--- src/rtl/sram_gate_pkg.sv ---
package sram_gate_pkg;
    typedef enum logic [2:0] {
        ST_OFF,
        ST_CHECK,
        ST_IDLE,
        ST_READ,
        ST_WRITE,
        ST_BLOCK
    } acc_state_t;
endpackage

--- src/rtl/sg_sync.sv ---
module sg_sync #(
    parameter int          WIDTH   = 6,
    parameter logic [WIDTH-1:0] RST_VAL = '0
) (
    input  logic             clk,
    input  logic             rst_n,
    input  logic [WIDTH-1:0] d_async,
    output logic [WIDTH-1:0] d_sync
);
    for (genvar i = 0; i < WIDTH; i++) begin : g_bit
        logic meta_q;
        logic sync_q;
        always_ff @(posedge clk or negedge rst_n) begin
            if (!rst_n) begin
                meta_q <= RST_VAL[i];
                sync_q <= RST_VAL[i];
            end else begin
                meta_q <= d_async[i];
                sync_q <= meta_q;
            end
        end
        assign d_sync[i] = sync_q;
    end
endmodule

--- src/rtl/sg_cycle_count.sv ---
module sg_cycle_count #(
    parameter int SAT = 2
) (
    input  logic clk,
    input  logic rst_n,
    input  logic clr,
    input  logic start,
    output logic is_second
);
    localparam int CW = $clog2(SAT + 1);
    localparam logic [CW-1:0] SAT_V = CW'(SAT);

    logic [CW-1:0] cnt_q;

    always_ff @(posedge clk or negedge rst_n) begin
        if (!rst_n) begin
            cnt_q <= '0;
        end else if (clr) begin
            cnt_q <= '0;
        end else if (start && cnt_q != SAT_V) begin
            cnt_q <= cnt_q + 1'b1;
        end
    end

    // a starting cycle is the second one when exactly one has been counted
    assign is_second = (cnt_q == CW'(1));

    AST_CNT_SATURATES: assert property (@(posedge clk) disable iff (!rst_n)
        (cnt_q == SAT_V && !clr) |=> (cnt_q == SAT_V));
    AST_CNT_CLEARS: assert property (@(posedge clk) disable iff (!rst_n)
        clr |=> (cnt_q == '0));
endmodule

--- src/rtl/sg_bat_check.sv ---
module sg_bat_check #(
    parameter int NBAT = 2
) (
    input  logic            clk,
    input  logic            rst_n,
    input  logic            eval,
    input  logic [NBAT-1:0] bat_low,
    output logic            chk_fail
);
    always_ff @(posedge clk or negedge rst_n) begin
        if (!rst_n) begin
            chk_fail <= 1'b0;
        end else if (eval) begin
            chk_fail <= &bat_low;
        end
    end

    AST_WARN_ONLY_ON_EVAL: assert property (@(posedge clk) disable iff (!rst_n)
        !$stable(chk_fail) |-> $past(eval));
    AST_FAIL_NEEDS_ALL: assert property (@(posedge clk) disable iff (!rst_n)
        (eval && !(&bat_low)) |=> !chk_fail);
endmodule

--- src/rtl/sram_gate_ctrl.sv ---
module sram_gate_ctrl
    import sram_gate_pkg::*;
#(
    parameter int AW = 15,
    parameter int DW = 8
) (
    input  logic          clk,
    input  logic          rst_n,
    input  logic          ce_n,
    input  logic          we_n,
    input  logic          oe_n,
    input  logic [AW-1:0] addr,
    input  logic [DW-1:0] wdata,
    input  logic          supply_ok,
    input  logic          bat_a_low,
    input  logic          bat_b_low,
    output logic          arr_rd,
    output logic          arr_wr,
    output logic [AW-1:0] arr_addr,
    output logic [DW-1:0] arr_wdata,
    output logic          drv_en,
    output logic          wr_prot,
    output logic          bat_warn
);
    localparam int NSYNC = 6;
    localparam logic [NSYNC-1:0] SYNC_RST = 6'b111000;

    logic [NSYNC-1:0] sync_v;
    logic ce_s, we_s, oe_s, sok_s, bata_s, batb_s;

    sg_sync #(.WIDTH(NSYNC), .RST_VAL(SYNC_RST)) u_sync (
        .clk     (clk),
        .rst_n   (rst_n),
        .d_async ({ce_n, we_n, oe_n, supply_ok, bat_a_low, bat_b_low}),
        .d_sync  (sync_v)
    );
    assign {ce_s, we_s, oe_s, sok_s, bata_s, batb_s} = sync_v;

    acc_state_t state_q, state_d;
    logic cyc_start, is_second, chk_fail;

    assign cyc_start = (state_q == ST_IDLE) && sok_s && !ce_s;

    sg_cycle_count #(.SAT(2)) u_count (
        .clk       (clk),
        .rst_n     (rst_n),
        .clr       (state_q == ST_OFF),
        .start     (cyc_start),
        .is_second (is_second)
    );

    sg_bat_check #(.NBAT(2)) u_bat (
        .clk      (clk),
        .rst_n    (rst_n),
        .eval     (state_q == ST_CHECK),
        .bat_low  ({bata_s, batb_s}),
        .chk_fail (chk_fail)
    );

    // next-state logic
    always_comb begin
        state_d = state_q;
        if (!sok_s) begin
            state_d = ST_OFF;
        end else begin
            unique case (state_q)
                ST_OFF:   state_d = ST_CHECK;
                ST_CHECK: state_d = ST_IDLE;
                ST_IDLE: begin
                    if (!ce_s) begin
                        if (is_second && chk_fail) state_d = ST_BLOCK;
                        else if (!we_s)            state_d = ST_WRITE;
                        else                       state_d = ST_READ;
                    end
                end
                ST_READ: begin
                    if (ce_s)       state_d = ST_IDLE;
                    else if (!we_s) state_d = ST_WRITE;
                end
                ST_WRITE: begin
                    if (ce_s)      state_d = ST_IDLE;
                    else if (we_s) state_d = ST_READ;
                end
                ST_BLOCK: begin
                    if (ce_s) state_d = ST_IDLE;
                end
                default: state_d = ST_OFF;
            endcase
        end
    end

    // state register
    always_ff @(posedge clk or negedge rst_n) begin
        if (!rst_n) state_q <= ST_OFF;
        else        state_q <= state_d;
    end

    // outputs
    always_comb begin
        arr_rd  = 1'b0;
        arr_wr  = 1'b0;
        drv_en  = 1'b0;
        wr_prot = 1'b0;
        unique case (state_q)
            ST_OFF, ST_CHECK: wr_prot = 1'b1;
            ST_READ: begin
                arr_rd = 1'b1;
                drv_en = !oe_s;
            end
            ST_WRITE: arr_wr = 1'b1;
            default: ;
        endcase
    end

    assign arr_addr  = addr;
    assign arr_wdata = wdata;
    assign bat_warn  = chk_fail;

    AST_RD_WR_EXCLUSIVE: assert property (@(posedge clk) disable iff (!rst_n)
        !(arr_rd && arr_wr));
    AST_WRITE_NEEDS_BOTH: assert property (@(posedge clk) disable iff (!rst_n)
        (!ce_s && !we_s && state_q == ST_WRITE) |=> (arr_wr || ce_s || we_s || !sok_s || !$past(sok_s)));
    AST_DRV_NEEDS_OE: assert property (@(posedge clk) disable iff (!rst_n)
        drv_en |-> (!oe_s && !ce_s || $past(!ce_s)));
    AST_GATE_ON_SUPPLY: assert property (@(posedge clk) disable iff (!rst_n)
        !sok_s |=> (!arr_rd && !arr_wr && !drv_en && wr_prot));
    AST_BLOCK_ON_FAIL: assert property (@(posedge clk) disable iff (!rst_n)
        (state_q == ST_BLOCK) |-> chk_fail);
    AST_CHECK_ONCE: assert property (@(posedge clk) disable iff (!rst_n)
        (state_q == ST_CHECK) |=> (state_q != ST_CHECK));
endmodule

--- config.mk ---
export PLATFORM = sky130hd
export DESIGN_NAME = sram_gate_ctrl
export DESIGN_NICKNAME = d
export VERILOG_FILES = /design/src/rtl/sram_gate_pkg.sv /design/src/rtl/sg_sync.sv /design/src/rtl/sg_cycle_count.sv /design/src/rtl/sg_bat_check.sv /design/src/rtl/sram_gate_ctrl.sv
export SDC_FILE = /design/constraint.sdc
export NUM_CORES = 1
export LEC_CHECK = 0
export BUFFER_PORTS_ARGS = -buffer_cell sky130_fd_sc_hd__clkbuf_2
export CAP_MARGIN = 40
export CORE_UTILIZATION = 41
export DETAILED_ROUTE_END_ITERATION = 6
export PLACE_DENSITY = 0.78
export SLEW_MARGIN = 30
export SYNTH_ARGS = -nofsm -noshare
export SYNTH_HDL_FRONTEND = slang
export SYNTH_SLANG_ARGS = --single-unit
--- constraint.sdc ---
create_clock -name clk -period 1.8 [get_ports clk]
set_input_delay 0.09 -clock clk [delete_from_list [all_inputs] [get_ports clk]]
set_output_delay 0.09 -clock clk [all_outputs]
set_load 0.03 [all_outputs]
# Yosys cells after proc, flatten, opt, wreduce, memory -nomap -nowiden
# Cells that the tools add are included.
# op_classes
n_reduce_logical,11
add_sub_neg,1
muxes,16
eq_ne,11
# ops
op,count
$mux W3,9
$pmux W3 S6,1
$ne A4 B4 Y1 const B,2
$eq A3 B2 Y1 const B,2
$eq A3 B3 Y1 const B,2
$ne A3 B3 Y1 const B,2
$logic_and A1 B1 Y1,4
$mux W1,4
$mux W2,2
$reduce_and A4 Y1,1
$eq A3 B1 Y1 const B,1
$logic_not A3 Y1,1
$add A2 B1 Y2 const B,1
$eq A2 B1 Y1 const B,1
$logic_not A1 Y1,2
$ne A2 B2 Y1 const B,1
$reduce_and A2 Y1,1
$reduce_bool A2 Y1,1
$reduce_or A2 Y1,1
# totals
ff_bits,18

# Longest topological paths before layout
# Gate-level depths: netlist of run 1.
# logic_depth
depth_word,6
depth_mapped,6
mapped_depth_nobuf,6

# Hierarchy
# From an unflattened synthesis of run 1, not the netlist that was laid out.
# unflattened
hier_cells,98
hier_area_um2,1014.7
# modules_own_cells
module,cells_each,area_per_inst_um2,instances
sram_gate_ctrl,64,493.0,1
sg_sync,18,352.8,1
sg_cycle_count,12,130.1,1
sg_bat_check,4,38.8,1

# Worst setup path after synthesis of run 1
# No wires, ideal clock.
# synth_path
kind,reg2reg
from,reg u_count.cnt_q[0]
to,reg u_count.cnt_q[0]
period_less_slack_ps,1570
setup_time_ps,74
stages_incl_launch_ff,6
path_slack_ps,230
n_path_buf,0
t_arrival_ps,1496
path_cell_list,dfrtp_1 inv_1 ha_1 or3b_4 or4_4 o21ai_2
# synth_via
elab_chain_len,3
word_cells_on_any_way,6
cone_classes,1 x add/sub; 1 x eq/ne; 2 x mux; 2 x reduce/logical
# synth_lines
element,line,text
start: declaration,sg_cycle_count.sv:13,logic [CW-1:0] cnt_q;
start signal: assignment,sg_cycle_count.sv:21,cnt_q <= cnt_q + 1'b1;
$add A2 B1 Y2 / $ne A2 B2 Y1 (equally long branches),"sg_cycle_count.sv:21, sg_cycle_count.sv:20",
$mux W2 / $logic_and A1 B1 Y1 (equally long branches),sg_cycle_count.sv:20,end else if (start && cnt_q != SAT_V) begin
$mux W2 / $reduce_bool A2 Y1 (equally long branches),n/a,
# Parallel ways exist; a longest one is shown, timed or not. The select of a mux whose other input is x is not followed.
# A chain may end at the register's enable or synchronous reset.

# Final worst setup path of run 1
# Same ends and word-level chain as after synthesis.

==> results of run 1 <==
==> where the power goes <==
part	total [mW]	internal, mW	switching, mW
clock	0.238	0.123	0.115
sequential	0.547	0.466	0.0805
combinational	0.416	0.152	0.264
==> cell families after synthesis <==
group | count (synthesis)
buffers and inverters | 30
AND/OR/NAND/NOR | 22
flip-flops | 18
AO/OA/AOI/OAI | 16
adder cells (fa/ha/maj) | 2
multiplexers | 1
==> cell usage in the layout, fill, tap and decap left out <==
master,n
or3b_4,1
o2111ai_1,1
ha_1,2
o32ai_1,1
a31oi_1,1
inv_2,1
nor4_1,1
o21ai_2,1
dfrtp_1,12
dfstp_2,6
buf_4,1
dlygate4sd3_1,7
inv_1,4
nor2_1,3
nand2_1,8
a211oi_1,1
mux2i_1,1
nand2b_1,1
a21oi_1,6
clkbuf_2,12
clkbuf_8,1
clkbuf_4,3
nand4_1,1
a32o_1,1
nand3b_1,1
or2b_1,2
nor3_1,3
a21o_1,1
o22ai_1,1
a21boi_0,1
o21ai_0,1
or4_4,1
==> final timing paths <==
path,end,depth (start not counted)
setup reg to reg,u_count.cnt_q[0],5
hold reg to reg,u_sync.g_bit[2].sync_q,0
max in group asynchronous,u_sync.g_bit[3].meta_q,2
setup / recovery,u_count.cnt_q[0],5
min in group asynchronous,u_sync.g_bit[1].meta_q,2
hold / removal,arr_addr[3],0
==> Yosys cell counts <==
master / number
a32o_1: 1
a21boi_0: 1
mux2i_1: 1
a21oi_1: 6
nand4_1: 1
dfstp_2: 6
a21o_1: 1
buf_4: 23
inv_2: 1
dfrtp_1: 12
nand3b_1: 1
o2111ai_1: 1
nor3_1: 3
o22ai_1: 1
or2b_1: 2
clkbuf_1: 1
nor2_1: 3
nand2b_1: 1
nand2_1: 8
o32ai_1: 1
ha_1: 2
buf_2: 1
inv_1: 4
a211oi_1: 1
nor4_1: 1
or4_4: 1
o21ai_0: 1
or3b_4: 1
a31oi_1: 1
o21ai_2: 1
==> layout make-up <==
type                       instances  area [um2]  share of cell area (%)
timing repair buffer              20         138                    14.6
clock buffer                       4        36.3                    3.84
multi-input combinational         41         262                    27.6
sequential                        18         458                    48.4
inverter                           5        18.8                    1.98
tap                               27        33.8                    3.57
==> per-layer routing <==
layer	global-route usage (%)	vias up	routed length [um]
met2	27.6	37	853
met3	3.74	9	145
li1	-	276	-
met5	0	-	0
met4	10.3	0	48
met1	14.9	289	550
==> timing repair <==
item / CTS / global route
hold buffers: 7 / 0
gates resized for setup: 0 / 0
endpoints found under the hold margin: 18 / 0
==> sequential cells by signal, summed over array words and instances (netlist names) <==
name	count
state_q	3
u_bat.chk_fail	1
u_count.cnt_q	2
u_sync.g_bit.meta_q	6
u_sync.g_bit.sync_q	6
==> impl_metrics.csv, run 1 <==
group,metric,value,unit
sta,tns,0,ns
setup_path,slowest_delay,0.42,ns
floorplan,die_x,49.4,um
grt,grt.total_usage,15.2,%
sta,max-slew-margin-rel,71.1,%
place,portBuffers,12,
logic_synthesis,postSynthCellCount,89,
routing,via_count,611,
routing,final_antenna_net_count,0,
place,placed_cell_area,840,um2
sta,min_period,1.64,ns
setup_path,startpoint,"u_count.cnt_q[0]",
floorplan,rows,16,
power_and_ir_drop,leakage,0.419,nW
logic_synthesis,yosys.area_share.simple,13.1,%
setup_path,r2r_setup_slack,0.16,ns
logic_synthesis,synth-compound-area-share,11.6,%
layout,antenna_cells,0,
layout,stdcell_count,115,
sta,final-setup-viol-count,0,
floorplan,core,2040,um2
setup_path,path_delay_family,"simple AND/OR/NAND/NOR gates",
sta,fin_crit_sh,91.4,%
setup_path,critical-path-slowest-cell,"or4_4",
place,dp_cells,104,
cts,htree_levels,1,
floorplan,die-area,2440,um2
logic_synthesis,synth-xor-area-share,0,%
cts,root_buffer,"clkbuf_4",
sta,slew_violations,0,
setup_path,path_buf_inv,1,
logic_synthesis,syn_area,920,um2
floorplan,io_pins,59,
sta,rsz0062_at_grt,"false",
routing,via_per_inst,5.31,
routing,avgRoutedWirePerCell,13.9,um
grt,grt_pass1_wl,2690,um
sta,hold_violations,0,
floorplan,start_util,45.0,%
logic_synthesis,syn_nets,122,
sta,finClkSkew,0.00136,ns
cts,clk_path_buf_depth,2,
layout,syn_to_final_growth,2.86,%
routing,firstDrtPassIters,4,
setup_path,cp-start-kind,"register",
cts,cts_tree,"built",
setup_path,critPathKind,"reg -> reg",
layout,nNetsFinal,122,
setup_path,arrival,1.87,ns
setup_path,path_cells,"inv_1 > ha_1 > or3b_4 > or4_4 > o21ai_2",
layout,final_area,946,um2
hold_path,min-delay-start,"addr[3]",
floorplan,die_y,49.4,um
logic_synthesis,synth_top_family_by_area,"buffers and inverters",
grt,grt_max_degree,19,
setup_path,cp_data_required_time,2.02,ns
hold_path,min_path_type,"in -> out",
grt,grt_overflow_total,0,
logic_synthesis,synth_fa_ha_area_share,2.72,%
sta,whs,0.180,ns
logic_synthesis,synth_seq_cells,18,
grt,antenna_found_initial,0,
status,status,"completed",
setup_path,path_max_fanout,4,
run,cap_violations,0,
logic_synthesis,synth_cell_types,30,
sta,max_freq,608,MHz
logic_synthesis,synthTopCellsByArea,"dfrtp_1 (33%), buf_4 (19%), dfstp_2 (17%)",
cts,cts_buffers,3,
cts,postCtsSetupBuffers,0,
cts,clock_sinks,18,
routing,drc_errors,0,
sta,worstMarginPinSlew,0.434,ns
logic_synthesis,synthMuxAreaShare,1.09,%
power_and_ir_drop,power.density,1270,nW/um2
setup_path,crit_path_end_kind,"register",
sta,finalWorstSetupSlack,0.156,ns
grt,grt_pass1_vias,649,
routing,drt-total-wl,1600,um
cts,cts.clk_slew.worst_paths,0.09,ns
power_and_ir_drop,ir_drop,0.657,mV
routing,drtIter0Drc,1,
logic_synthesis,avgSynthCellArea,10.3,um2
place,finalWeightedCongestion,0.784,
place,place.detailed.hpwl,1240,um
cts,clock_latency,0.29,ns
logic_synthesis,yosysWarningCount,0,
logic_synthesis,yosys.area.top_type_share,32.7,%
logic_synthesis,ys_seq_area_share,49.8,%
logic_synthesis,synth_top_area_cell,"dfrtp_1",
layout,post-route-util,46.3,%
setup_path,reg2reg_from,"u_count.cnt_q[0]",
layout,n_fill_cell,217,
power_and_ir_drop,power,1.20,mW
layout,layout-drive-gt1-share,30.7,%
place,dpl_worst_slack,0.161,ns
No activity file was read; power rests on OpenSTA's default activity.
==> run 2: changes to the inputs <==
--- a/config.mk
+++ b/config.mk
@@ -7,10 +7,11 @@
 export LEC_CHECK = 0
 export BUFFER_PORTS_ARGS = -buffer_cell sky130_fd_sc_hd__clkbuf_2
 export CAP_MARGIN = 40
-export CORE_UTILIZATION = 41
+export CORE_UTILIZATION = 44
 export DETAILED_ROUTE_END_ITERATION = 6
-export PLACE_DENSITY = 0.78
-export SLEW_MARGIN = 30
+export PLACE_DENSITY = 0.83
+export RECOVER_POWER = 50
+export SLEW_MARGIN = 10
 export SYNTH_ARGS = -nofsm -noshare
 export SYNTH_HDL_FRONTEND = slang
 export SYNTH_SLANG_ARGS = --single-unit
==> constraint.sdc (replaced) <==
create_clock -name clk -period 1.9 [get_ports clk]
set_input_delay 0.095 -clock clk [delete_from_list [all_inputs] [get_ports clk]]
set_output_delay 0.095 -clock clk [all_outputs]
set_load 0.03 [all_outputs]
==> run 2 against run 1 <==
Compared with the run above:
- cell area unchanged
- sequential cell count stayed put
- maximum frequency is 3.6% lower
- count of clock-buffer cells in the layout is the same
- die area down 6.6%
- first-iteration DRC count grew to 13 times the previous value
- critical path type unchanged
- critical endpoint unchanged
- largest cell class unchanged
==> impl_metrics.csv, run 2 (same netlist as run 1, synthesis figures left out) <==
group,metric,value,unit
status,status,"completed",
sta,slew_violations,0,
hold_path,min_path_cells,0,
grt,globalRouteMet2Util,31.1,%
setup_path,cp_data_required_time,2.12,ns
place,dpl_worst_slack,0.244,ns
power_and_ir_drop,power.density,1210,nW/um2
sta,max_freq,586,MHz
grt,antenna_found_initial,0,
sta,tns,0,ns
setup_path,reg2regPathDepth,5,
setup_path,reg2reg_from,"u_count.cnt_q[0]",
power_and_ir_drop,ir_drop,0.606,mV
place,portBuffers,12,
cts,cts_buffers,3,
routing,drt-total-wl,1650,um
cts,clock_latency,0.29,ns
floorplan,die_y,47.7,um
cts,root_buffer,"clkbuf_4",
routing,final_antenna_net_count,0,
grt,top_usage_layer,"met2",
setup_path,critPathKind,"reg -> reg",
cts,clock_sinks,18,
sta,finClkSkew,0.00129,ns
power_and_ir_drop,leakage,0.419,nW
sta,min_period,1.71,ns
cts,cts_tree,"built",
hold_path,min-delay-start,"addr[0]",
layout,regArea,458,um2
layout,largestRegisters,"u_sync.g_bit.meta_q: 6 flops, u_sync.g_bit.sync_q: 6 flops, state_q: 3 flops",
routing,drc_errors,0,
grt,met3_usage,4.15,%
routing,via_per_inst,5.24,
cts,clk_path_buf_depth,2,
place,place.detailed.hpwl,1150,um
cts,cts.clk_slew.worst_paths,0.10,ns
layout,layout-drive-gt1-share,30.7,%
floorplan,core,1960,um2
sta,max-slew-margin-rel,71.2,%
setup_path,arrival,1.93,ns
layout,n_fill_cell,189,
run,cap_violations,0,
routing,via_count,603,
grt,grt_overflow_total,0,
grt,met1_usage,16.5,%
layout,nNetsFinal,122,
layout,final_cell_mix,"clkbuf_2 (12), dfrtp_1 (12), nand2_1 (8)",
setup_path,r2r_end,"u_count.cnt_q[0]",
routing,firstDrtPassIters,4,
grt,grt_max_degree,19,
floorplan,die-area,2280,um2
grt,grt_pass1_wl,2610,um
setup_path,path_max_fanout,4,
floorplan,die_x,47.7,um
sta,rsz0062_at_grt,"false",
floorplan,start_util,46.9,%
place,finalWeightedCongestion,0.750,
hold_path,min_to,"arr_addr[0]",
sta,worstMarginPinSlew,0.432,ns
floorplan,io_pins,59,
layout,post-route-util,48.2,%
routing,avgRoutedWirePerCell,14.3,um
sta,final-setup-viol-count,0,
sta,fin_crit_sh,89.7,%
grt,grt_pass1_vias,608,
layout,multi_input_area,262,um2
hold_path,min_path_type,"in -> out",
layout,syn_to_final_growth,2.86,%
cts,ctsResizeCount,0,
layout,antenna_cells,0,
sta,hold_violations,0,
routing,drtIter0Drc,13,
setup_path,crit_path_end_kind,"register",
floorplan,rows,16,
cts,htree_levels,1,
setup_path,r2r_setup_slack,0.19,ns
sta,finalWorstSetupSlack,0.195,ns
grt,grt.total_usage,17.3,%
setup_path,cp-start-kind,"register",
## run 2: layout make-up
type / count / share of cell area, %
clock buffer: 4 / 3.84
inverter: 5 / 1.98
multi-input combinational: 41 / 27.6
sequential: 18 / 48.4
tap: 27 / 3.57
timing repair buffer: 20 / 14.6
## run 2: worst max path at each step
stage | cells after the start | slack [ns] | start | end
5_1_grt | 5 | 0.12 | u_count.cnt_q[0] | u_count.cnt_q[0]
3_3_place_gp | 5 | 0.31 | u_count.cnt_q[0] | u_count.cnt_q[0]
6_report | 5 | 0.19 | u_count.cnt_q[0] | u_count.cnt_q[0]
4_1_cts | 5 | 0.22 | u_count.cnt_q[0] | u_count.cnt_q[0]
2_1_floorplan | 5 | 0.33 | u_count.cnt_q[0] | u_count.cnt_q[0]
3_5_place_dp | 5 | 0.24 | u_count.cnt_q[0] | u_count.cnt_q[0]
## run 2: metrics by stage
stage / hold slack, ns / cell area (um2) / total power, mW / cells
4_1_cts: 0.190 / 946 / 1.15 / 115
2_1_floorplan: -0.201 / 920 / 0.878 / 89
3_3_place_gp: 0.0396 / 840 / 0.885 / 104
5_1_grt: 0.190 / 946 / 1.22 / 115
6_report: 0.190 / 946 / 1.14 / 115
3_5_place_dp: 0.0513 / 840 / 0.906 / 104
## run 2: layer usage
metal  share of wire, %  vias to the layer above
met5                  0                        -
met4                3.3                        0
met3                8.0                       10
met2                 53                       31
met1                 35                      286
li1                   -                      276
## run 2: timing repair
| item | CTS | global route |
|---|---|---|
| hold endpoints to repair | 18 | 0 |
| hold buffers | 7 | 0 |
| setup buffers | 0 | 0 |
| endpoints found under the setup margin | 0 | 0 |
## run 2: worst max-delay path, stage by stage, from the launching register on
cell and delay (ns):
dfrtp_1 0.42, inv_1 0.08, ha_1 0.20, or3b_4 0.39, or4_4 0.42, o21ai_2 0.12
## run 2: where the power goes
part | internal (mW) | switching, mW
registers | 0.442 | 0.0736
logic | 0.143 | 0.252
clock network | 0.117 | 0.114
total | 0.702 | 0.440
